## src/rtl/dbgseq_pkg.sv

```systemverilog
// Package: shared types and the selection-code decoder for the debug sequencer.
// Assumes four match channels and three intermediate steps.
package dbgseq_pkg;

    localparam int NUM_CH    = 4;
    localparam int NUM_STEPS = 3;
    localparam int SEL_W     = 4;
    localparam int DATA_W    = 8;
    localparam int BANK_W    = 2;
    localparam int ARM_BIT   = 7;
    localparam int STEP_IW   = $clog2(NUM_STEPS + 1);

    typedef enum logic [2:0] {
        ST_IDLE  = 3'd0,
        ST_S1    = 3'd1,
        ST_S2    = 3'd2,
        ST_S3    = 3'd3,
        ST_FINAL = 3'd4
    } seq_state_t;

    // Decoded rule: channels that go to Final, channels that go to a step, and the step index.
    typedef struct packed {
        logic [NUM_CH-1:0]              to_final;
        logic [NUM_CH-1:0]              to_step;
        logic [NUM_CH-1:0][STEP_IW-1:0] step_dest;
    } sel_rule_t;

    // Turns a 4-bit selection code into per-channel transition rules.
    function automatic sel_rule_t decode_sel(input logic [SEL_W-1:0] code);
        sel_rule_t r;
        r = '0;
        case (code)
            4'h1: r.to_final = '1;
            4'h2, 4'h3, 4'h4, 4'h5:
                r.to_final = NUM_CH'(1) << (code - 4'd2);
            4'h6: begin r.to_step[0] = 1'b1; r.step_dest[0] = 2'd1; end
            4'h7: begin r.to_step[1] = 1'b1; r.step_dest[1] = 2'd2; end
            4'h8: begin r.to_step[2] = 1'b1; r.step_dest[2] = 2'd3; end
            4'h9: begin r.to_step[3] = 1'b1; r.step_dest[3] = 2'd2; end
            4'hA: begin r.to_final[0] = 1'b1; r.to_step[1] = 1'b1; r.step_dest[1] = 2'd2; end
            4'hB: begin r.to_final[1] = 1'b1; r.to_step[2] = 1'b1; r.step_dest[2] = 2'd3; end
            4'hC: begin r.to_final[2] = 1'b1; r.to_step[3] = 1'b1; r.step_dest[3] = 2'd1; end
            4'hD: begin r.to_final[3] = 1'b1; r.to_step[0] = 1'b1; r.step_dest[0] = 2'd2; end
            4'hE: begin
                r.to_step[1] = 1'b1; r.step_dest[1] = 2'd2;
                r.to_step[3] = 1'b1; r.step_dest[3] = 2'd3;
            end
            default: r = '0;
        endcase
        return r;
    endfunction

endpackage

```

## src/rtl/dbgseq_regs.sv

```systemverilog
// Register file: holds the bank select and the three per-step selection codes,
// decodes the arm bit of a control write and drives the read mux.
// Assumes single-cycle writes and combinational reads.
module dbgseq_regs
    import dbgseq_pkg::*;
#(
    parameter int                ADDR_W   = 6,
    parameter logic [ADDR_W-1:0] CTRL_OFS = 6'h26,
    parameter logic [ADDR_W-1:0] WIN_OFS  = 6'h27
) (
    input  logic                            clk,
    input  logic                            rst_n,
    input  logic [ADDR_W-1:0]               reg_addr,
    input  logic                            reg_wr,
    input  logic [DATA_W-1:0]               reg_wdata,
    input  logic [NUM_CH-1:0]               flags,
    output logic [NUM_STEPS-1:0][SEL_W-1:0] sel_codes,
    output logic                            arm_wr,
    output logic [DATA_W-1:0]               reg_rdata
);

    localparam logic [BANK_W-1:0] BANK_FLAGS = BANK_W'(NUM_STEPS);

    logic [BANK_W-1:0] bank_q;
    logic              ctrl_wr;
    logic              win_wr;

    assign ctrl_wr = reg_wr && (reg_addr == CTRL_OFS);
    assign win_wr  = reg_wr && (reg_addr == WIN_OFS);
    assign arm_wr  = ctrl_wr && reg_wdata[ARM_BIT];

    // Bank select register, loaded by control writes.
    always_ff @(posedge clk) begin
        if (!rst_n)       bank_q <= '0;
        else if (ctrl_wr) bank_q <= reg_wdata[BANK_W-1:0];
    end

    // One selection-code register per step, written through the window.
    for (genvar g = 0; g < NUM_STEPS; g++) begin : g_code
        always_ff @(posedge clk) begin
            if (!rst_n)
                sel_codes[g] <= '0;
            else if (win_wr && (bank_q == BANK_W'(g)))
                sel_codes[g] <= reg_wdata[SEL_W-1:0];
        end
    end

    // Read mux: control word, window (code or flags by bank), zero elsewhere.
    always_comb begin
        reg_rdata = '0;
        if (reg_addr == CTRL_OFS) begin
            reg_rdata[BANK_W-1:0] = bank_q;
        end else if (reg_addr == WIN_OFS) begin
            if (bank_q == BANK_FLAGS) reg_rdata[NUM_CH-1:0] = flags;
            else                      reg_rdata[SEL_W-1:0]  = sel_codes[bank_q];
        end
    end

endmodule

```

## src/rtl/dbgseq_fsm.sv

```systemverilog
// State sequencer: applies the current step's selection code to the match
// pulses, with Final-bound matches first and then the lowest channel.
// Assumes arm overrides every match in the same cycle.
module dbgseq_fsm
    import dbgseq_pkg::*;
(
    input  logic                            clk,
    input  logic                            rst_n,
    input  logic                            arm,
    input  logic [NUM_CH-1:0]               match,
    input  logic [NUM_STEPS-1:0][SEL_W-1:0] sel_codes,
    output seq_state_t                      state,
    output logic                            active,
    output logic                            trig
);

    seq_state_t        nxt;
    logic              go_final;
    logic [SEL_W-1:0]  cur_code;
    sel_rule_t         rule;
    logic [NUM_CH-1:0] fin_hit;
    logic [NUM_CH-1:0] step_hit;

    assign active = (state == ST_S1) || (state == ST_S2) || (state == ST_S3);

    // Selects the code that belongs to the current step.
    always_comb begin
        case (state)
            ST_S1:   cur_code = sel_codes[0];
            ST_S2:   cur_code = sel_codes[1];
            ST_S3:   cur_code = sel_codes[2];
            default: cur_code = '0;
        endcase
    end

    assign rule     = decode_sel(cur_code);
    assign fin_hit  = rule.to_final & match;
    assign step_hit = rule.to_step & match;

    // Next-state choice: Final first, then the lowest-numbered step match.
    always_comb begin
        nxt      = state;
        go_final = 1'b0;
        if (active) begin
            if (|fin_hit) begin
                nxt      = ST_FINAL;
                go_final = 1'b1;
            end else begin
                for (int i = NUM_CH - 1; i >= 0; i--) begin
                    if (step_hit[i]) nxt = seq_state_t'({1'b0, rule.step_dest[i]});
                end
            end
        end
    end

    // State and trigger registers.
    always_ff @(posedge clk) begin
        if (!rst_n) begin
            state <= ST_IDLE;
            trig  <= 1'b0;
        end else if (arm) begin
            state <= ST_S1;
            trig  <= 1'b0;
        end else begin
            state <= nxt;
            trig  <= go_final;
        end
    end

endmodule

```

## src/rtl/dbgseq_flags.sv

```systemverilog
// Sticky match flags: one bit per channel, set by a match while armed and
// cleared only by arming. Assumes that no software path reaches these bits.
module dbgseq_flags
    import dbgseq_pkg::*;
(
    input  logic              clk,
    input  logic              rst_n,
    input  logic              arm,
    input  logic              active,
    input  logic [NUM_CH-1:0] match,
    output logic [NUM_CH-1:0] flags
);

    for (genvar c = 0; c < NUM_CH; c++) begin : g_flag
        // Per-channel sticky bit.
        always_ff @(posedge clk) begin
            if (!rst_n)                   flags[c] <= 1'b0;
            else if (arm)                 flags[c] <= 1'b0;
            else if (active && match[c])  flags[c] <= 1'b1;
        end
    end

endmodule

```

## src/rtl/dbgseq_top.sv

```systemverilog
// Top level of the debug trigger sequencer: joins the register file, the
// state sequencer and the sticky flags. Assumes synchronous match pulses.
module dbgseq_top
    import dbgseq_pkg::*;
#(
    parameter int                ADDR_W   = 6,
    parameter logic [ADDR_W-1:0] CTRL_OFS = 6'h26,
    parameter logic [ADDR_W-1:0] WIN_OFS  = 6'h27
) (
    input  logic              clk,
    input  logic              rst_n,
    input  logic              arm_i,
    input  logic [3:0]        match_i,
    input  logic [ADDR_W-1:0] reg_addr,
    input  logic              reg_wr,
    input  logic [7:0]        reg_wdata,
    output logic [7:0]        reg_rdata,
    output logic [2:0]        state_o,
    output logic              trig_o,
    output logic [3:0]        flags_o
);

    logic [NUM_STEPS-1:0][SEL_W-1:0] sel_codes;
    logic                            arm_wr;
    logic                            arm;
    logic                            active;
    seq_state_t                      state;

    assign arm     = arm_i | arm_wr;
    assign state_o = state;

    dbgseq_regs #(
        .ADDR_W  (ADDR_W),
        .CTRL_OFS(CTRL_OFS),
        .WIN_OFS (WIN_OFS)
    ) u_regs (
        .clk      (clk),
        .rst_n    (rst_n),
        .reg_addr (reg_addr),
        .reg_wr   (reg_wr),
        .reg_wdata(reg_wdata),
        .flags    (flags_o),
        .sel_codes(sel_codes),
        .arm_wr   (arm_wr),
        .reg_rdata(reg_rdata)
    );

    dbgseq_fsm u_fsm (
        .clk      (clk),
        .rst_n    (rst_n),
        .arm      (arm),
        .match    (match_i),
        .sel_codes(sel_codes),
        .state    (state),
        .active   (active),
        .trig     (trig_o)
    );

    dbgseq_flags u_flags (
        .clk   (clk),
        .rst_n (rst_n),
        .arm   (arm),
        .active(active),
        .match (match_i),
        .flags (flags_o)
    );

endmodule

```

## config.mk

```make
export PLATFORM = sky130hd
export DESIGN_NAME = dbgseq_top
export DESIGN_NICKNAME = d
export VERILOG_FILES = /design/src/rtl/dbgseq_pkg.sv /design/src/rtl/dbgseq_regs.sv /design/src/rtl/dbgseq_fsm.sv /design/src/rtl/dbgseq_flags.sv /design/src/rtl/dbgseq_top.sv
export SDC_FILE = /design/constraint.sdc
export NUM_CORES = 1
export LEC_CHECK = 0
export BUFFER_PORTS_ARGS = -buffer_cell sky130_fd_sc_hd__buf_2
export CORE_MARGIN = 1.5
export CORE_UTILIZATION = 55
export CTS_BUF_LIST = sky130_fd_sc_hd__clkbuf_4
export DETAILED_ROUTE_END_ITERATION = 7
export HOLD_SLACK_MARGIN = 0.05
export MAX_ROUTING_LAYER = met4
export PLACE_DENSITY = 0.91
export REMOVE_ABC_BUFFERS = 1
export SKIP_LAST_GASP = 1
export SLEW_MARGIN = 15
export SYNTH_ARGS = -nofsm -noshare
export SYNTH_HDL_FRONTEND = slang
export SYNTH_SLANG_ARGS = --single-unit
```

## constraint.sdc

```tcl
create_clock -name clk -period 2.63 [get_ports clk]
set_input_delay 0.1315 -clock clk [delete_from_list [all_inputs] [get_ports clk]]
set_output_delay 0.1315 -clock clk [all_outputs]
set_load 0.05 [all_outputs]
```

# Yosys cells after proc, flatten, opt, wreduce, memory -nomap -nowiden
# Index checks and enable logic that the tools add are counted.
# classes
addsub	1
order_cmp	1
n_eq_ne	22
n_shift	1
n_mux	27
bitwise_logic	5
reduce_logical	30
# op_table
cell	count
4-bit == test (second input constant)	7
4-bit by 3-bit == test with 1-bit output (second input constant)	4
3-bit 2-to-1 mux	5
2-bit OR reduction	7
6-bit == test (second input constant)	2
4-bit 2-to-1 mux	3
4-bit one-hot mux with 3 select lines	1
1-bit logical AND	10
3-bit OR reduction	3
4-bit AND	2
4-bit binary-select mux with 2-bit select	1
4-bit by 2-bit == test with 1-bit output (second input constant)	2
2-bit 2-to-1 mux	4
1-bit one-hot mux with 2 select lines	4
4-bit OR reduction	2
1-bit 2-to-1 mux	7
3-bit by 2-bit == test with 1-bit output (second input constant)	2
2-bit one-hot mux with 3 select lines	1
6-bit nonzero test	1
5-bit nonzero test	1
2-bit == test (second input constant)	2
4-bit by 1-bit == test with 1-bit output (second input constant)	1
2-bit one-hot mux with 2 select lines	1
2-bit AND reduction	2
10 further kinds	12
# word_totals
regBits	22
inputBits	22
out_inout_bits	16
wordCells	98

# Logic depth before layout (Yosys ltp)
# Gate-level depths: netlist of run 1.
# logic_depth
ltp_word	13
mapped_depth	11
ltp_nobuf	10

# Hierarchy
# Synthesis of run 1 repeated with hierarchy kept, for this count alone.
# unflattened
hier_cells	181
area_unflattened_um2	1582.8
# by_module_without_submodules
module	n_inst	cells_per_inst	area_per_inst_um2	seq_area_each_um2
dbgseq_regs	1	85	822.0	280.3
dbgseq_fsm	1	82	625.6	80.1
dbgseq_flags	1	13	128.9	80.1
dbgseq_top	1	1	6.3	0.0

# Worst setup path after synthesis of run 1
# Ideal clock, no wire load.
# synth_path
path_type	reg2reg
from	register u_fsm.state[0]
to	register u_fsm.state[1]
setup_time_ps	91
arrival_ps	2428
t_required_ps	2539
path_slack_ps	111
stages_incl_launch_ff	11
path_buffers	1
period_less_slack_ps	2519
cell_sequence	dfxtp_1 > buf_6 > mux2_4 > a32o_2 > inv_1 > ha_1 > a21oi_1 > o31ai_1 > a21oi_2 > inv_1 > a311oi_1
# synth_via
elab_chain_cells	10
elab_cells_between_ends	53
classes_between	add/sub (1); eq/ne (17); shift (1); mux (18); bitwise (2); reduce/logical (14)
# synth_rtl
element	line_no	text
from (decl)	dbgseq_fsm.sv:12	output seq_state_t state,
from (signal assigned)	dbgseq_fsm.sv:65	state <= nxt;
parallel branches: the longest is 10 deep, another holds 4-bit by 2-bit subtractor with 4-bit output	-	
# Several ways; the timed one is not identified. The select of a mux whose other input is x is not followed.
# A chain may end at the register's enable or synchronous reset.

# Final worst setup path of run 1
# Same ends and word-level chain as after synthesis.

==> results of run 1 <==
repair_timing:
| action | CTS | global route |
|---|---|---|
| endpoints found under the setup margin | 0 | 2 |
| hold endpoints to repair | 0 | 0 |
| hold buffers | 0 | 0 |
| resized for setup | 0 | 1 |
cells in the final DEF, fill, tap and decap left out, drive strengths merged, types with 2 or more instances in the layout:
cell and count:
buf 35, dfxtp 22, mux2i 16, nor2b 14, nand2 12, a21oi 12
nand3 10, nor2 9, inv 7, o21ai 6, a21boi 4, conb 4
mux2 4, and3 3, mux4 3, clkbuf 3, a32o 3, a22oi 3
nor4 3, a311oi 2, a21o 2, nor3b 2, nor3 2, and2b 2
o31ai 2, a22o 2, nand2b 2
how the worst min path moves through the flow:
stage	start	to	slack, ns	cells past startpoint
final	reg_wdata[1]	u_regs.sel_codes[9]$_SDFFE_PN0P_	0.11	3
after detailed placement	match_i[1]	u_flags.flags[1]$_SDFFE_PP0P_	0.44	3
after global placement	reg_wdata[2]	u_regs.sel_codes[10]$_SDFFE_PN0P_	0.43	3
after floorplan	rst_n	u_regs.sel_codes[4]$_SDFFE_PN0P_	0.26	1
after global routing	reg_wdata[1]	u_regs.sel_codes[9]$_SDFFE_PN0P_	0.11	3
after CTS	reg_wdata[1]	u_regs.sel_codes[9]$_SDFFE_PN0P_	0.11	3
power by group through the flow:
stage / Combinational, uW / Clock (uW) / Sequential (uW)
2_1_floorplan: 38.8 / 0 / 359
3_3_place_gp: 77.7 / 0 / 350
3_5_place_dp: 78.8 / 0 / 351
4_1_cts: 79.4 / 261 / 343
5_1_grt: 84.9 / 271 / 345
6_report: 79.5 / 258 / 344
kinds of logic (layout without fill, tap and decap cells):
family	count (synthesis)	after routing	synth area share
adders and majority gates	1	1	0.00780
muxes	23	23	0.177
buffers and inverters	19	46	0.0718
AOI/OAI and AO/OA	44	44	0.222
DFF	22	22	0.275
other	1	4	0.00234
and+or+nand+nor	66	66	0.244
sequential cells by signal (all words and copies together), names as in the netlist:
name              count
u_flags.flags         4
u_fsm.state           3
u_fsm.trig            1
u_regs.bank_q         2
u_regs.sel_codes     12
routing by layer:
metal | track usage | part of all wire | vias to the layer above
met2 | 0.412 | 0.49 | 46
met3 | 0.0136 | 0.056 | 2
li1 | - | - | 706
met5 | - | 0 | -
met1 | 0.344 | 0.45 | 670
met4 | 0.0465 | 0.0032 | 0
area by class of cell:
class                      count  area, sq um
timing repair buffer          35          188
fill                         226          951
clock buffer                   3         22.5
inverter                       7         26.3
tap                           31         38.8
sequential                    22          442
multi-input combinational    138         1060
clock inverter                 1         30.0
critical path, delay by kind of cell, from the launching register on:
family	cells	cell delay [ns]
adder cells (fa/ha/maj)	1	0.24
multiplexers	1	0.34
buffers and inverters	2	0.19
flip-flops	1	0.51
AO/OA/AOI/OAI	5	0.99
through the flow:
step                cells   util  hold slack (ns)
floorplan             167      -            0.260
global placement      233  0.636            0.431
detailed placement    233  0.636            0.436
CTS                   237  0.655            0.107
global route          237  0.655            0.112
finish                237  0.655            0.113
==> report_table.html, run 1 <==
<table>
<tr><th>Metric</th><th>Value</th></tr>
<tr><th colspan="2">Yosys</th></tr>
<tr><td>Number of distinct library cells after synthesis</td><td>56</td></tr>
<tr><td>Largest area contributor in the netlist</td><td>sky130_fd_sc_hd__dfxtp_1</td></tr>
<tr><td>Number of enable flip-flop cells after synthesis</td><td>0</td></tr>
<tr><td>Most used flip-flop cell after synthesis</td><td>sky130_fd_sc_hd__dfxtp_1</td></tr>
<tr><td>Gate count after technology mapping</td><td>176</td></tr>
<tr><td>Share of Yosys cell area claimed by the top area cell type</td><td>0.275</td></tr>
<tr><td>Synthesized flop and latch total</td><td>22</td></tr>
<tr><td>Mean cell area of the mapped netlist</td><td>9.11 sq um</td></tr>
<tr><td>Most frequent cell after synthesis</td><td>sky130_fd_sc_hd__dfxtp_1</td></tr>
<tr><td>Seq/Total Area, Yosys</td><td>0.275</td></tr>
<tr><td>Synthesized area</td><td>0.00160 sq mm</td></tr>
<tr><td>Most area-consuming cells after synthesis</td><td>sky130_fd_sc_hd__dfxtp_1, sky130_fd_sc_hd__mux2i_1, sky130_fd_sc_hd__nor2b_1</td></tr>
<tr><td>Syn. warnings</td><td>0</td></tr>
<tr><td>Asr flop ratio synth</td><td>0</td></tr>
<tr><td>Most frequent cells after synthesis</td><td>sky130_fd_sc_hd__dfxtp_1, sky130_fd_sc_hd__mux2i_1, sky130_fd_sc_hd__nor2b_1</td></tr>
<tr><th colspan="2">Setup path</th></tr>
<tr><td>Crit Path Class</td><td>flip-flop to flip-flop</td></tr>
<tr><td>Largest stage delay on the critical path</td><td>around 0.5 ns</td></tr>
<tr><td>CP dominant cell by count</td><td>sky130_fd_sc_hd__inv_1</td></tr>
<tr><td>Setup crit end kind</td><td>flip-flop</td></tr>
<tr><td>Critical-path cell list</td><td>mux2_4 -&gt; a32o_2 -&gt; inv_1 -&gt; ha_1 -&gt; a21oi_1 -&gt; o31ai_1 -&gt; a21oi_2 -&gt; inv_1 -&gt; a311oi_1</td></tr>
<tr><td>Start point of the critical path</td><td>u_fsm.state[0]$_SDFFE_PN0P_</td></tr>
<tr><td>R2R Path Start</td><td>u_fsm.state[0]$_SDFFE_PN0P_</td></tr>
<tr><td>Worst R2R End</td><td>u_fsm.state[1]$_SDFFE_PP0P_</td></tr>
<tr><td>Worst reg-to-reg path cell count</td><td>9</td></tr>
<tr><td>Highest-delay cell along the critical path</td><td>sky130_fd_sc_hd__dfxtp_2</td></tr>
<tr><td>Data required time of the critical path</td><td>2.85 ns</td></tr>
<tr><td>Worst setup endpoint</td><td>u_fsm.state[1]$_SDFFE_PP0P_</td></tr>
<tr><td>Top fanout value on the critical path</td><td>12</td></tr>
<tr><td>Data arrival time of the critical path</td><td>~2.6 ns</td></tr>
<tr><td>Critical Path Start Type</td><td>flip-flop</td></tr>
<tr><td>Register-to-register path setup slack</td><td>0.28 ns</td></tr>
<tr><th colspan="2">Global route</th></tr>
<tr><td>GRT overflow</td><td>0</td></tr>
<tr><td>Number of antenna violations at the first check in global routing</td><td>0</td></tr>
<tr><td>Number of global-route vias before repair</td><td>1338</td></tr>
<tr><td>Wire length of the first global-routing pass</td><td>6360 um</td></tr>
<tr><td>Total routing usage reported by global routing</td><td>0.250</td></tr>
<tr><td>Pin count of the biggest net entering global routing</td><td>17</td></tr>
<tr><th colspan="2">Place</th></tr>
<tr><td>Total of buffers placed on input and output ports</td><td>30</td></tr>
<tr><td>Pre-CTS setup slack</td><td>0.177 ns</td></tr>
<tr><td>Total placed instance area</td><td>0.00175 sq mm</td></tr>
<tr><td>Half-perimeter wire length after detailed placement</td><td>about 2900 um</td></tr>
<tr><td>Gpl congestion</td><td>0.896</td></tr>
<tr><th colspan="2">STA</th></tr>
<tr><td>Number of hold violations in the final report</td><td>0</td></tr>
<tr><td>Post-route clock period utilization</td><td>0.894</td></tr>
<tr><td>Final setup violation count</td><td>0</td></tr>
<tr><td>Worst Tran Pin Value</td><td>~0.73 ns</td></tr>
<tr><td>Sum of negative setup slack</td><td>0 ns</td></tr>
<tr><td>Final period demand of the worst path</td><td>2.35 ns</td></tr>
<tr><td>Number of max-slew violations in the final report</td><td>0</td></tr>
<tr><td>Final setup margin</td><td>roughly 0.28 ns</td></tr>
<tr><td>Worst Clk Skew</td><td>approximately 0.0011 ns</td></tr>
<tr><td>Max-slew headroom</td><td>0.508</td></tr>
<tr><td>Top achievable clock speed</td><td>approximately 430 MHz</td></tr>
<tr><td>Setup repair after global routing missed its margin</td><td>no</td></tr>
<tr><th colspan="2">Floorplan</th></tr>
<tr><td>Initial standard-cell utilization of the core</td><td>0.582</td></tr>
<tr><td>Vert. Die Dim</td><td>roughly 57 um</td></tr>
<tr><td>Floorplan die width</td><td>between 50 and 60 um</td></tr>
<tr><td>Rows</td><td>19</td></tr>
<tr><td>Core Footprint</td><td>roughly 0.0028 sq mm</td></tr>
<tr><td>Die Area</td><td>0.00325 sq mm</td></tr>
<tr><td>I/O pin total</td><td>38</td></tr>
<tr><th colspan="2">Final layout</th></tr>
<tr><td>Nets@finish</td><td>230</td></tr>
<tr><td>Antenna diode count</td><td>0</td></tr>
<tr><td>Area growth from synthesis to final layout</td><td>12.6%</td></tr>
<tr><td>Non-Filler Cell Area, Final</td><td>0.00181 sq mm</td></tr>
<tr><td>Share of cells above drive strength 1</td><td>0.330</td></tr>
<tr><th colspan="2">Drt</th></tr>
<tr><td>Total number of vias</td><td>about 1400</td></tr>
<tr><td>Drt via density</td><td>6.01</td></tr>
<tr><td>Average routed wire per standard cell</td><td>approximately 16 um</td></tr>
<tr><td>First-pass iteration count of the detailed router</td><td>4</td></tr>
<tr><td>Routed wire length</td><td>3700 um</td></tr>
<tr><td>Initial DRC count</td><td>54</td></tr>
<tr><td>Post-route ant nets</td><td>0</td></tr>
<tr><td>Residual DRC count</td><td>0</td></tr>
<tr><th colspan="2">Power</th></tr>
<tr><td>Leakage power total</td><td>0.000742 uW</td></tr>
<tr><td>Pwr Density</td><td>377 mW/mm^2</td></tr>
<tr><td>Sequential cell fraction of total power</td><td>0.505</td></tr>
<tr><td>Switching power total</td><td>163 uW</td></tr>
<tr><td>IR Drop Worst-Case VDD</td><td>about 0.37 mV</td></tr>
<tr><td>Power, Total</td><td>681 uW</td></tr>
<tr><td>Cell internal power dissipation</td><td>518 uW</td></tr>
<tr><td>Part of the total power dissipated in combinational logic</td><td>0.117</td></tr>
<tr><td>Share of total power in the clock network</td><td>0.378</td></tr>
<tr><td>Sw Share</td><td>0.239</td></tr>
<tr><th colspan="2">Hold path</th></tr>
<tr><td>Worst hold-check path type</td><td>primary input to flip-flop</td></tr>
<tr><th colspan="2">Clocking</th></tr>
<tr><td>Buffer count from post-CTS setup fixing</td><td>0</td></tr>
<tr><td>Number of sinks handled by clock tree synthesis</td><td>22</td></tr>
<tr><td>Clock Tree Buf Depth</td><td>2</td></tr>
<tr><td>Maximum level of the CTS H-tree</td><td>1</td></tr>
<tr><td>Clock insertion delay at the later pin of the skew report</td><td>0.30 ns</td></tr>
<tr><td>Root Buffer Master</td><td>sky130_fd_sc_hd__clkbuf_4</td></tr>
<tr><td>CTS Buf Count</td><td>3</td></tr>
<tr><td>Clock-pin slew on the worst setup and hold paths</td><td>~0.12 ns</td></tr>
<tr><td>Clock tree from TritonCTS</td><td>built</td></tr>
<tr><th colspan="2">Run status</th></tr>
<tr><td>Result of the run</td><td>finished, final reports clean</td></tr>
<tr><th colspan="2">Flow run</th></tr>
<tr><td>Max Cap Viol</td><td>0</td></tr>
</table>
No activity file was read; power rests on OpenSTA's default activity.
==> inputs of run 2 (changes only) <==
--- a/config.mk
+++ b/config.mk
@@ -6,13 +6,15 @@
 export NUM_CORES = 1
 export LEC_CHECK = 0
 export BUFFER_PORTS_ARGS = -buffer_cell sky130_fd_sc_hd__buf_2
+export CELL_PAD_IN_SITES_DETAIL_PLACEMENT = 1
+export CELL_PAD_IN_SITES_GLOBAL_PLACEMENT = 1
 export CORE_MARGIN = 1.5
-export CORE_UTILIZATION = 55
+export CORE_UTILIZATION = 41
 export CTS_BUF_LIST = sky130_fd_sc_hd__clkbuf_4
 export DETAILED_ROUTE_END_ITERATION = 7
 export HOLD_SLACK_MARGIN = 0.05
 export MAX_ROUTING_LAYER = met4
-export PLACE_DENSITY = 0.91
+export PLACE_DENSITY = 0.9
 export REMOVE_ABC_BUFFERS = 1
 export SKIP_LAST_GASP = 1
 export SLEW_MARGIN = 15
==> run 2 against run 1 <==
Net effect: critical path depth unchanged; worst setup slack got worse by 0.078 ns; sequential cell count unchanged; combinational power increased by 2.8%; non-clock buffer count decreased by 2; core utilization decreased by 17 points; highest routed layer unchanged.
==> report_table.html, run 2 (synthesis results as in run 1) <==
<table>
<tr><th>Metric</th><th>Value</th></tr>
<tr><th colspan="2">Clocking</th></tr>
<tr><td>Maximum level of the CTS H-tree</td><td>1</td></tr>
<tr><td>Number of sinks handled by clock tree synthesis</td><td>22</td></tr>
<tr><td>Clock-pin slew on the worst setup and hold paths</td><td>between 0.1 and 0.15 ns</td></tr>
<tr><td>Clock Tree Buf Depth</td><td>2</td></tr>
<tr><td>Clock tree from TritonCTS</td><td>built</td></tr>
<tr><td>Buffer count from post-CTS setup fixing</td><td>0</td></tr>
<tr><td>Root Buffer Master</td><td>sky130_fd_sc_hd__clkbuf_4</td></tr>
<tr><td>Hold bufs inserted after CTS</td><td>0</td></tr>
<tr><td>Count of instances resized after the clock tree is built</td><td>0</td></tr>
<tr><td>CTS Buf Count</td><td>3</td></tr>
<tr><td>Clock insertion delay at the later pin of the skew report</td><td>0.32 ns</td></tr>
<tr><th colspan="2">Place</th></tr>
<tr><td>Total of buffers placed on input and output ports</td><td>30</td></tr>
<tr><td>Half-perimeter wire length after detailed placement</td><td>3260 um</td></tr>
<tr><td>Pre-CTS setup slack</td><td>0.115 ns</td></tr>
<tr><td>Total placed instance area</td><td>between 0.0015 and 0.002 sq mm</td></tr>
<tr><td>Gpl congestion</td><td>0.892</td></tr>
<tr><th colspan="2">Drt</th></tr>
<tr><td>Post-route ant nets</td><td>0</td></tr>
<tr><td>Drt via density</td><td>5.65</td></tr>
<tr><td>Average routed wire per standard cell</td><td>16.8 um</td></tr>
<tr><td>Total number of vias</td><td>between 1000 and 1500</td></tr>
<tr><td>Routed wire length</td><td>4230 um</td></tr>
<tr><td>Initial DRC count</td><td>61</td></tr>
<tr><td>Residual DRC count</td><td>0</td></tr>
<tr><td>First-pass iteration count of the detailed router</td><td>4</td></tr>
<tr><th colspan="2">Flow run</th></tr>
<tr><td>Max Cap Viol</td><td>0</td></tr>
<tr><th colspan="2">Setup path</th></tr>
<tr><td>Data required time of the critical path</td><td>2.89 ns</td></tr>
<tr><td>Start point of the critical path</td><td>u_fsm.state[0]$_SDFFE_PN0P_</td></tr>
<tr><td>Worst setup endpoint</td><td>u_fsm.state[0]$_SDFFE_PN0P_</td></tr>
<tr><td>Largest stage delay on the critical path</td><td>0.51 ns</td></tr>
<tr><td>R2R Path Start</td><td>u_fsm.state[0]$_SDFFE_PN0P_</td></tr>
<tr><td>Critical Path Start Type</td><td>flip-flop</td></tr>
<tr><td>Top fanout value on the critical path</td><td>12</td></tr>
<tr><td>Register-to-register path setup slack</td><td>between 0.2 and 0.25 ns</td></tr>
<tr><td>Highest-delay cell along the critical path</td><td>sky130_fd_sc_hd__dfxtp_2</td></tr>
<tr><td>Crit Path Class</td><td>flip-flop to flip-flop</td></tr>
<tr><td>Worst R2R End</td><td>u_fsm.state[0]$_SDFFE_PN0P_</td></tr>
<tr><td>CP dominant cell by count</td><td>sky130_fd_sc_hd__a21oi_1</td></tr>
<tr><td>Worst reg-to-reg path cell count</td><td>9</td></tr>
<tr><td>Setup crit end kind</td><td>flip-flop</td></tr>
<tr><td>Data arrival time of the critical path</td><td>2.68 ns</td></tr>
<tr><td>Critical-path cell list</td><td>mux2_4 -&gt; a32o_2 -&gt; inv_1 -&gt; ha_1 -&gt; a21oi_1 -&gt; o31ai_1 -&gt; a21oi_2 -&gt; o21ai_0 -&gt; a21oi_1</td></tr>
<tr><th colspan="2">Floorplan</th></tr>
<tr><td>Core Footprint</td><td>0.00372 sq mm</td></tr>
<tr><td>Vert. Die Dim</td><td>65.6 um</td></tr>
<tr><td>I/O pin total</td><td>38</td></tr>
<tr><td>Floorplan die width</td><td>between 60 and 70 um</td></tr>
<tr><td>Die Area</td><td>0.00430 sq mm</td></tr>
<tr><td>Rows</td><td>22</td></tr>
<tr><td>Initial standard-cell utilization of the core</td><td>0.432</td></tr>
<tr><th colspan="2">Final layout</th></tr>
<tr><td>Most frequent cells in the layout</td><td>sky130_fd_sc_hd__buf_2, sky130_fd_sc_hd__dfxtp_1, sky130_fd_sc_hd__mux2i_1, sky130_fd_sc_hd__nor2b_1, sky130_fd_sc_hd__nand2_1</td></tr>
<tr><td>Nets@finish</td><td>228</td></tr>
<tr><td>Share of cells above drive strength 1</td><td>0.328</td></tr>
<tr><td>Largest reg by FF count</td><td>u_regs.sel_codes</td></tr>
<tr><td>Area growth from synthesis to final layout</td><td>13.1%</td></tr>
<tr><td>Most common library cell in the layout ignoring fill and taps</td><td>sky130_fd_sc_hd__buf_2</td></tr>
<tr><td>Top flop regs</td><td>u_regs.sel_codes (12), u_flags.flags (4), u_fsm.state (3)</td></tr>
<tr><td>Number of filler instances in the final layout</td><td>~460</td></tr>
<tr><td>Final core utilization</td><td>0.488</td></tr>
<tr><td>Antenna diode count</td><td>0</td></tr>
<tr><td>Max reg flops</td><td>12</td></tr>
<tr><td>Non-Filler Cell Area, Final</td><td>0.00181 sq mm</td></tr>
<tr><th colspan="2">Global route</th></tr>
<tr><td>Total routing usage reported by global routing</td><td>0.213</td></tr>
<tr><td>Number of antenna violations at the first check in global routing</td><td>0</td></tr>
<tr><td>Number of global-route vias before repair</td><td>1407</td></tr>
<tr><td>Pin count of the biggest net entering global routing</td><td>17</td></tr>
<tr><td>Wire length of the first global-routing pass</td><td>6930 um</td></tr>
<tr><td>GRT overflow</td><td>0</td></tr>
<tr><th colspan="2">STA</th></tr>
<tr><td>Worst Tran Pin Value</td><td>0.841 ns</td></tr>
<tr><td>Number of max-slew violations in the final report</td><td>0</td></tr>
<tr><td>Top achievable clock speed</td><td>about 410 MHz</td></tr>
<tr><td>Worst Clk Skew</td><td>0.0154 ns</td></tr>
<tr><td>Final setup margin</td><td>a little over 0.2 ns</td></tr>
<tr><td>Post-route clock period utilization</td><td>0.924</td></tr>
<tr><td>Final period demand of the worst path</td><td>2.43 ns</td></tr>
<tr><td>Number of hold violations in the final report</td><td>0</td></tr>
<tr><td>Sum of negative setup slack</td><td>0 ns</td></tr>
<tr><td>Setup repair after global routing missed its margin</td><td>no</td></tr>
<tr><td>Final setup violation count</td><td>0</td></tr>
<tr><td>Max-slew headroom</td><td>0.435</td></tr>
<tr><th colspan="2">Power</th></tr>
<tr><td>Leakage power total</td><td>0.000733 uW</td></tr>
<tr><td>Pwr Density</td><td>381 mW/mm^2</td></tr>
<tr><td>Power, Total</td><td>692 uW</td></tr>
<tr><td>IR Drop Worst-Case VDD</td><td>0.337 mV</td></tr>
<tr><th colspan="2">Hold path</th></tr>
<tr><td>Min-delay src</td><td>reg_wdata[3]</td></tr>
<tr><td>Worst hold-check path type</td><td>primary input to flip-flop</td></tr>
<tr><th colspan="2">Run status</th></tr>
<tr><td>Result of the run</td><td>finished, final reports clean</td></tr>
</table>
run 2: changes by cell type in the layout (fill, tap and decap cells not counted), sizes merged:
| cell | change |
|---|---|
| buf | -2 |
run 2: area by class of cell:
class,count,area [sq um],area share
multi-input combinational,138,1060,0.584
sequential,22,443,0.244
timing repair buffer,33,173,0.0952
tap,48,60.1,0.0331
clock inverter,1,30.0,0.0166
inverter,7,26.3,0.0145
clock buffer,3,22.5,0.0124
run 2: metrics by stage:
stage               std cells  hold slack, ns
floorplan                 167           0.260
global placement          248           0.420
detailed placement        248           0.435
CTS                       252          0.0909
global route              252           0.106
finish                    252          0.0887
run 2: report_power, final:
part | leakage (uW) | total [uW] | switching (uW) | internal [uW]
registers | 0.000178 | 344 | 7.02 | 337
logic | 0.000527 | 81.7 | 54.3 | 27.4
clock network | 0.0000279 | 266 | 112 | 154
run 2: worst min-delay path by stage:
stage	end	slack, ns	cells past startpoint
CTS	u_regs.sel_codes[10]$_SDFFE_PN0P_	0.09	3
global placement	u_regs.sel_codes[10]$_SDFFE_PN0P_	0.42	3
global route	u_regs.sel_codes[8]$_SDFFE_PN0P_	0.11	3
detailed placement	u_regs.sel_codes[10]$_SDFFE_PN0P_	0.44	3
floorplan	u_regs.sel_codes[4]$_SDFFE_PN0P_	0.26	1
finish	u_regs.sel_codes[11]$_SDFFE_PN0P_	0.09	3
run 2: critical path: cells and delay by family, from the launching register on:
family	cells	cell delay [ns]
flops	1	0.51
compound gates	6	1.13
fa+ha+maj	1	0.25
buf+inv	1	0.14
mux	1	0.34
run 2: metal layers:
metal	track usage	routed length, um
met1	0.268	1950
met2	0.369	2120
met5	-	0
met3	0.0240	113
met4	0.0521	44
==> inputs of run 3 (changes only) <==
--- a/config.mk
+++ b/config.mk
@@ -15,7 +15,6 @@
 export HOLD_SLACK_MARGIN = 0.05
 export MAX_ROUTING_LAYER = met4
 export PLACE_DENSITY = 0.9
-export REMOVE_ABC_BUFFERS = 1
 export SKIP_LAST_GASP = 1
 export SLEW_MARGIN = 15
 export SYNTH_ARGS = -nofsm -noshare
==> run 3 against run 2 <==
Net effect: sequential cell count stayed put; clock skew is 0.012 ns lower; die area stayed put; clock power is 2% lower; register-to-register slack better by 0.02 ns; core utilization is 0.34 points higher; hold slack better by 0.018 ns; final area is 0.69% higher; critical path type unchanged; critical endpoint is now u_fsm.state[1]$_SDFFE_PP0P_; largest power group unchanged.
==> report_table.html, run 3 (synthesis results as in run 1) <==
<table>
<tr><th>Metric</th><th>Value</th></tr>
<tr><th colspan="2">STA</th></tr>
<tr><td>Top achievable clock speed</td><td>415 MHz</td></tr>
<tr><td>Final setup violation count</td><td>0</td></tr>
<tr><td>Setup repair after global routing missed its margin</td><td>no</td></tr>
<tr><td>Number of max-slew violations in the final report</td><td>0</td></tr>
<tr><td>Worst Clk Skew</td><td>between 0.003 and 0.004 ns</td></tr>
<tr><td>Final period demand of the worst path</td><td>2.41 ns</td></tr>
<tr><td>Post-route clock period utilization</td><td>0.916</td></tr>
<tr><td>Sum of negative setup slack</td><td>0 ns</td></tr>
<tr><td>Number of hold violations in the final report</td><td>0</td></tr>
<tr><td>Worst Tran Pin Value</td><td>between 0.7 and 0.8 ns</td></tr>
<tr><td>Max-slew headroom</td><td>0.464</td></tr>
<tr><th colspan="2">Global route</th></tr>
<tr><td>Total routing usage reported by global routing</td><td>0.221</td></tr>
<tr><td>Wire length of the first global-routing pass</td><td>7090 um</td></tr>
<tr><td>Pin count of the biggest net entering global routing</td><td>17</td></tr>
<tr><td>Number of global-route vias before repair</td><td>~1500</td></tr>
<tr><td>GRT overflow</td><td>0</td></tr>
<tr><td>Number of antenna violations at the first check in global routing</td><td>0</td></tr>
<tr><th colspan="2">Place</th></tr>
<tr><td>Total of buffers placed on input and output ports</td><td>30</td></tr>
<tr><td>Total placed instance area</td><td>0.00177 sq mm</td></tr>
<tr><td>Half-perimeter wire length after detailed placement</td><td>3520 um</td></tr>
<tr><td>Gpl congestion</td><td>0.964</td></tr>
<tr><th colspan="2">Final layout</th></tr>
<tr><td>Most frequent cells in the layout</td><td>sky130_fd_sc_hd__buf_2, sky130_fd_sc_hd__dfxtp_1, sky130_fd_sc_hd__mux2i_1, sky130_fd_sc_hd__nor2b_1, sky130_fd_sc_hd__nand2_1</td></tr>
<tr><td>Non-Filler Cell Area, Final</td><td>0.00183 sq mm</td></tr>
<tr><td>Multi-input logic area</td><td>0.00106 sq mm</td></tr>
<tr><td>Max reg flops</td><td>12</td></tr>
<tr><td>Top flop regs</td><td>u_regs.sel_codes (12), u_flags.flags (4), u_fsm.state (3)</td></tr>
<tr><td>Largest reg by FF count</td><td>u_regs.sel_codes</td></tr>
<tr><td>Number of filler instances in the final layout</td><td>461</td></tr>
<tr><td>Share of cells above drive strength 1</td><td>0.325</td></tr>
<tr><td>Nets@finish</td><td>230</td></tr>
<tr><td>Area growth from synthesis to final layout</td><td>13.9%</td></tr>
<tr><td>Antenna diode count</td><td>0</td></tr>
<tr><td>Most common library cell in the layout ignoring fill and taps</td><td>sky130_fd_sc_hd__buf_2</td></tr>
<tr><td>Flip-flop and latch area</td><td>440 sq um</td></tr>
<tr><td>Final core utilization</td><td>0.492</td></tr>
<tr><th colspan="2">Drt</th></tr>
<tr><td>First-pass iteration count of the detailed router</td><td>4</td></tr>
<tr><td>Routed wire length</td><td>4290 um</td></tr>
<tr><td>Post-route ant nets</td><td>0</td></tr>
<tr><td>Routed length on met2</td><td>2100 um</td></tr>
<tr><td>Residual DRC count</td><td>0</td></tr>
<tr><td>Total number of vias</td><td>1465</td></tr>
<tr><td>Average routed wire per standard cell</td><td>around 17 um</td></tr>
<tr><td>Wire length the detailed router placed on met1</td><td>1920 um</td></tr>
<tr><td>Drt via density</td><td>5.77</td></tr>
<tr><td>Top Layer Used</td><td>met4</td></tr>
<tr><td>Total length of routed met3 wires</td><td>200 um</td></tr>
<tr><td>Initial DRC count</td><td>39</td></tr>
<tr><th colspan="2">Setup path</th></tr>
<tr><td>Data arrival time of the critical path</td><td>2.64 ns</td></tr>
<tr><td>Largest stage delay on the critical path</td><td>0.54 ns</td></tr>
<tr><td>Setup crit end kind</td><td>flip-flop</td></tr>
<tr><td>Register-to-register path setup slack</td><td>0.22 ns</td></tr>
<tr><td>Top fanout value on the critical path</td><td>8</td></tr>
<tr><td>Crit Path Class</td><td>flip-flop to flip-flop</td></tr>
<tr><td>CP top delay family</td><td>compound AO/OA/AOI/OAI gates</td></tr>
<tr><td>Data required time of the critical path</td><td>2.86 ns</td></tr>
<tr><td>Buffer and inverter count on the worst path</td><td>3</td></tr>
<tr><td>Critical-path cell list</td><td>buf_4 -&gt; and2b_2 -&gt; a32o_2 -&gt; inv_1 -&gt; ha_1 -&gt; a21oi_1 -&gt; o31ai_1 -&gt; a21oi_2 -&gt; inv_1 -&gt; a311oi_1</td></tr>
<tr><td>Critical Path Start Type</td><td>flip-flop</td></tr>
<tr><td>Start point of the critical path</td><td>u_fsm.state[1]$_SDFFE_PP0P_</td></tr>
<tr><td>Highest-delay cell along the critical path</td><td>sky130_fd_sc_hd__dfxtp_1</td></tr>
<tr><td>Worst R2R End</td><td>u_fsm.state[1]$_SDFFE_PP0P_</td></tr>
<tr><td>CP dominant cell by count</td><td>sky130_fd_sc_hd__inv_1</td></tr>
<tr><td>R2R Path Start</td><td>u_fsm.state[1]$_SDFFE_PP0P_</td></tr>
<tr><td>Worst setup endpoint</td><td>u_fsm.state[1]$_SDFFE_PP0P_</td></tr>
<tr><td>Worst reg-to-reg path cell count</td><td>10</td></tr>
<tr><td>Number of stages on the worst setup path</td><td>10</td></tr>
<tr><th colspan="2">Power</th></tr>
<tr><td>Pwr Density</td><td>376 mW/mm^2</td></tr>
<tr><td>IR Drop Worst-Case VDD</td><td>0.425 mV</td></tr>
<tr><td>Leakage power total</td><td>0.000743 uW</td></tr>
<tr><th colspan="2">Clocking</th></tr>
<tr><td>Clock tree from TritonCTS</td><td>built</td></tr>
<tr><td>Root Buffer Master</td><td>sky130_fd_sc_hd__clkbuf_4</td></tr>
<tr><td>Clock-pin slew on the worst setup and hold paths</td><td>around 0.12 ns</td></tr>
<tr><td>Clock insertion delay at the later pin of the skew report</td><td>0.31 ns</td></tr>
<tr><td>CTS Buf Count</td><td>3</td></tr>
<tr><td>Count of instances resized after the clock tree is built</td><td>0</td></tr>
<tr><td>Number of sinks handled by clock tree synthesis</td><td>22</td></tr>
<tr><td>Clock Tree Buf Depth</td><td>2</td></tr>
<tr><td>Hold bufs inserted after CTS</td><td>0</td></tr>
<tr><td>Buffer count from post-CTS setup fixing</td><td>0</td></tr>
<tr><td>Maximum level of the CTS H-tree</td><td>1</td></tr>
<tr><th colspan="2">Floorplan</th></tr>
<tr><td>Vert. Die Dim</td><td>65.6 um</td></tr>
<tr><td>Floorplan die width</td><td>65.6 um</td></tr>
<tr><td>Die Area</td><td>between 0.004 and 0.005 sq mm</td></tr>
<tr><td>Core Footprint</td><td>~0.0037 sq mm</td></tr>
<tr><td>I/O pin total</td><td>38</td></tr>
<tr><td>Initial standard-cell utilization of the core</td><td>0.432</td></tr>
<tr><td>Rows</td><td>22</td></tr>
<tr><th colspan="2">Run status</th></tr>
<tr><td>Result of the run</td><td>finished, final reports clean</td></tr>
<tr><th colspan="2">Flow run</th></tr>
<tr><td>Max Cap Viol</td><td>0</td></tr>
<tr><th colspan="2">Hold path</th></tr>
<tr><td>Worst hold-check path type</td><td>primary input to flip-flop</td></tr>
</table>
run 3: cell types whose count changed in the layout (fill, tap and decap cells not counted):
cell,previous run,this run
sky130_fd_sc_hd__buf_4,3,5
sky130_fd_sc_hd__dfxtp_1,20,22
sky130_fd_sc_hd__dfxtp_2,2,0
run 3: power breakdown:
part	switching, uW	internal (uW)
clock	106	154
combinational	55.6	28.7
sequential	5.48	337
run 3: final cells by class:
cell class / count / share of cell area
repair buffers: 35 / 0.103
inverters: 7 / 0.0144
clock buffers: 3 / 0.0123
multi-input cells: 138 / 0.580
well taps: 48 / 0.0329
clock inverters: 1 / 0.0164
flip-flops and latches: 22 / 0.241
run 3: worst min path at each step:
stage	from	end	slack, ns	cells past startpoint
2_1_floorplan	rst_n	u_regs.bank_q[0]$_SDFFE_PN0P_	0.26	1
3_3_place_gp	reg_wdata[0]	u_regs.sel_codes[8]$_SDFFE_PN0P_	0.43	3
3_5_place_dp	match_i[0]	u_flags.flags[0]$_SDFFE_PP0P_	0.44	3
4_1_cts	reg_wdata[2]	u_regs.sel_codes[10]$_SDFFE_PN0P_	0.10	3
5_1_grt	reg_wdata[1]	u_regs.sel_codes[9]$_SDFFE_PN0P_	0.11	3
6_report	reg_wdata[2]	u_regs.sel_codes[10]$_SDFFE_PN0P_	0.11	3
run 3: worst register-to-register path: cells and delay by family, from the launching register on:
kind / cells / cell delay (ns)
AOI/OAI and AO/OA: 5 / 0.94
adders and majority gates: 1 / 0.30
buffers and inverters: 3 / 0.39
DFF: 1 / 0.54
and+or+nand+nor: 1 / 0.16
run 3: metal layers:
metal  up-vias  GRT usage
met2        44      0.392
met3         8     0.0462
met1       713      0.254
met5         -          -
li1        700          -
met4         0     0.0599
run 3: stage by stage:
stage          hold slack [ns]  worst slack [ns]  power (uW)  instances
4_1_cts                  0.100             0.215         689        254
6_report                 0.107             0.220         686        254
5_1_grt                  0.111            0.0446         711        254
2_1_floorplan            0.260             0.111         409        179
3_5_place_dp             0.442             0.241         434        250
3_3_place_gp             0.431             0.352         431        250
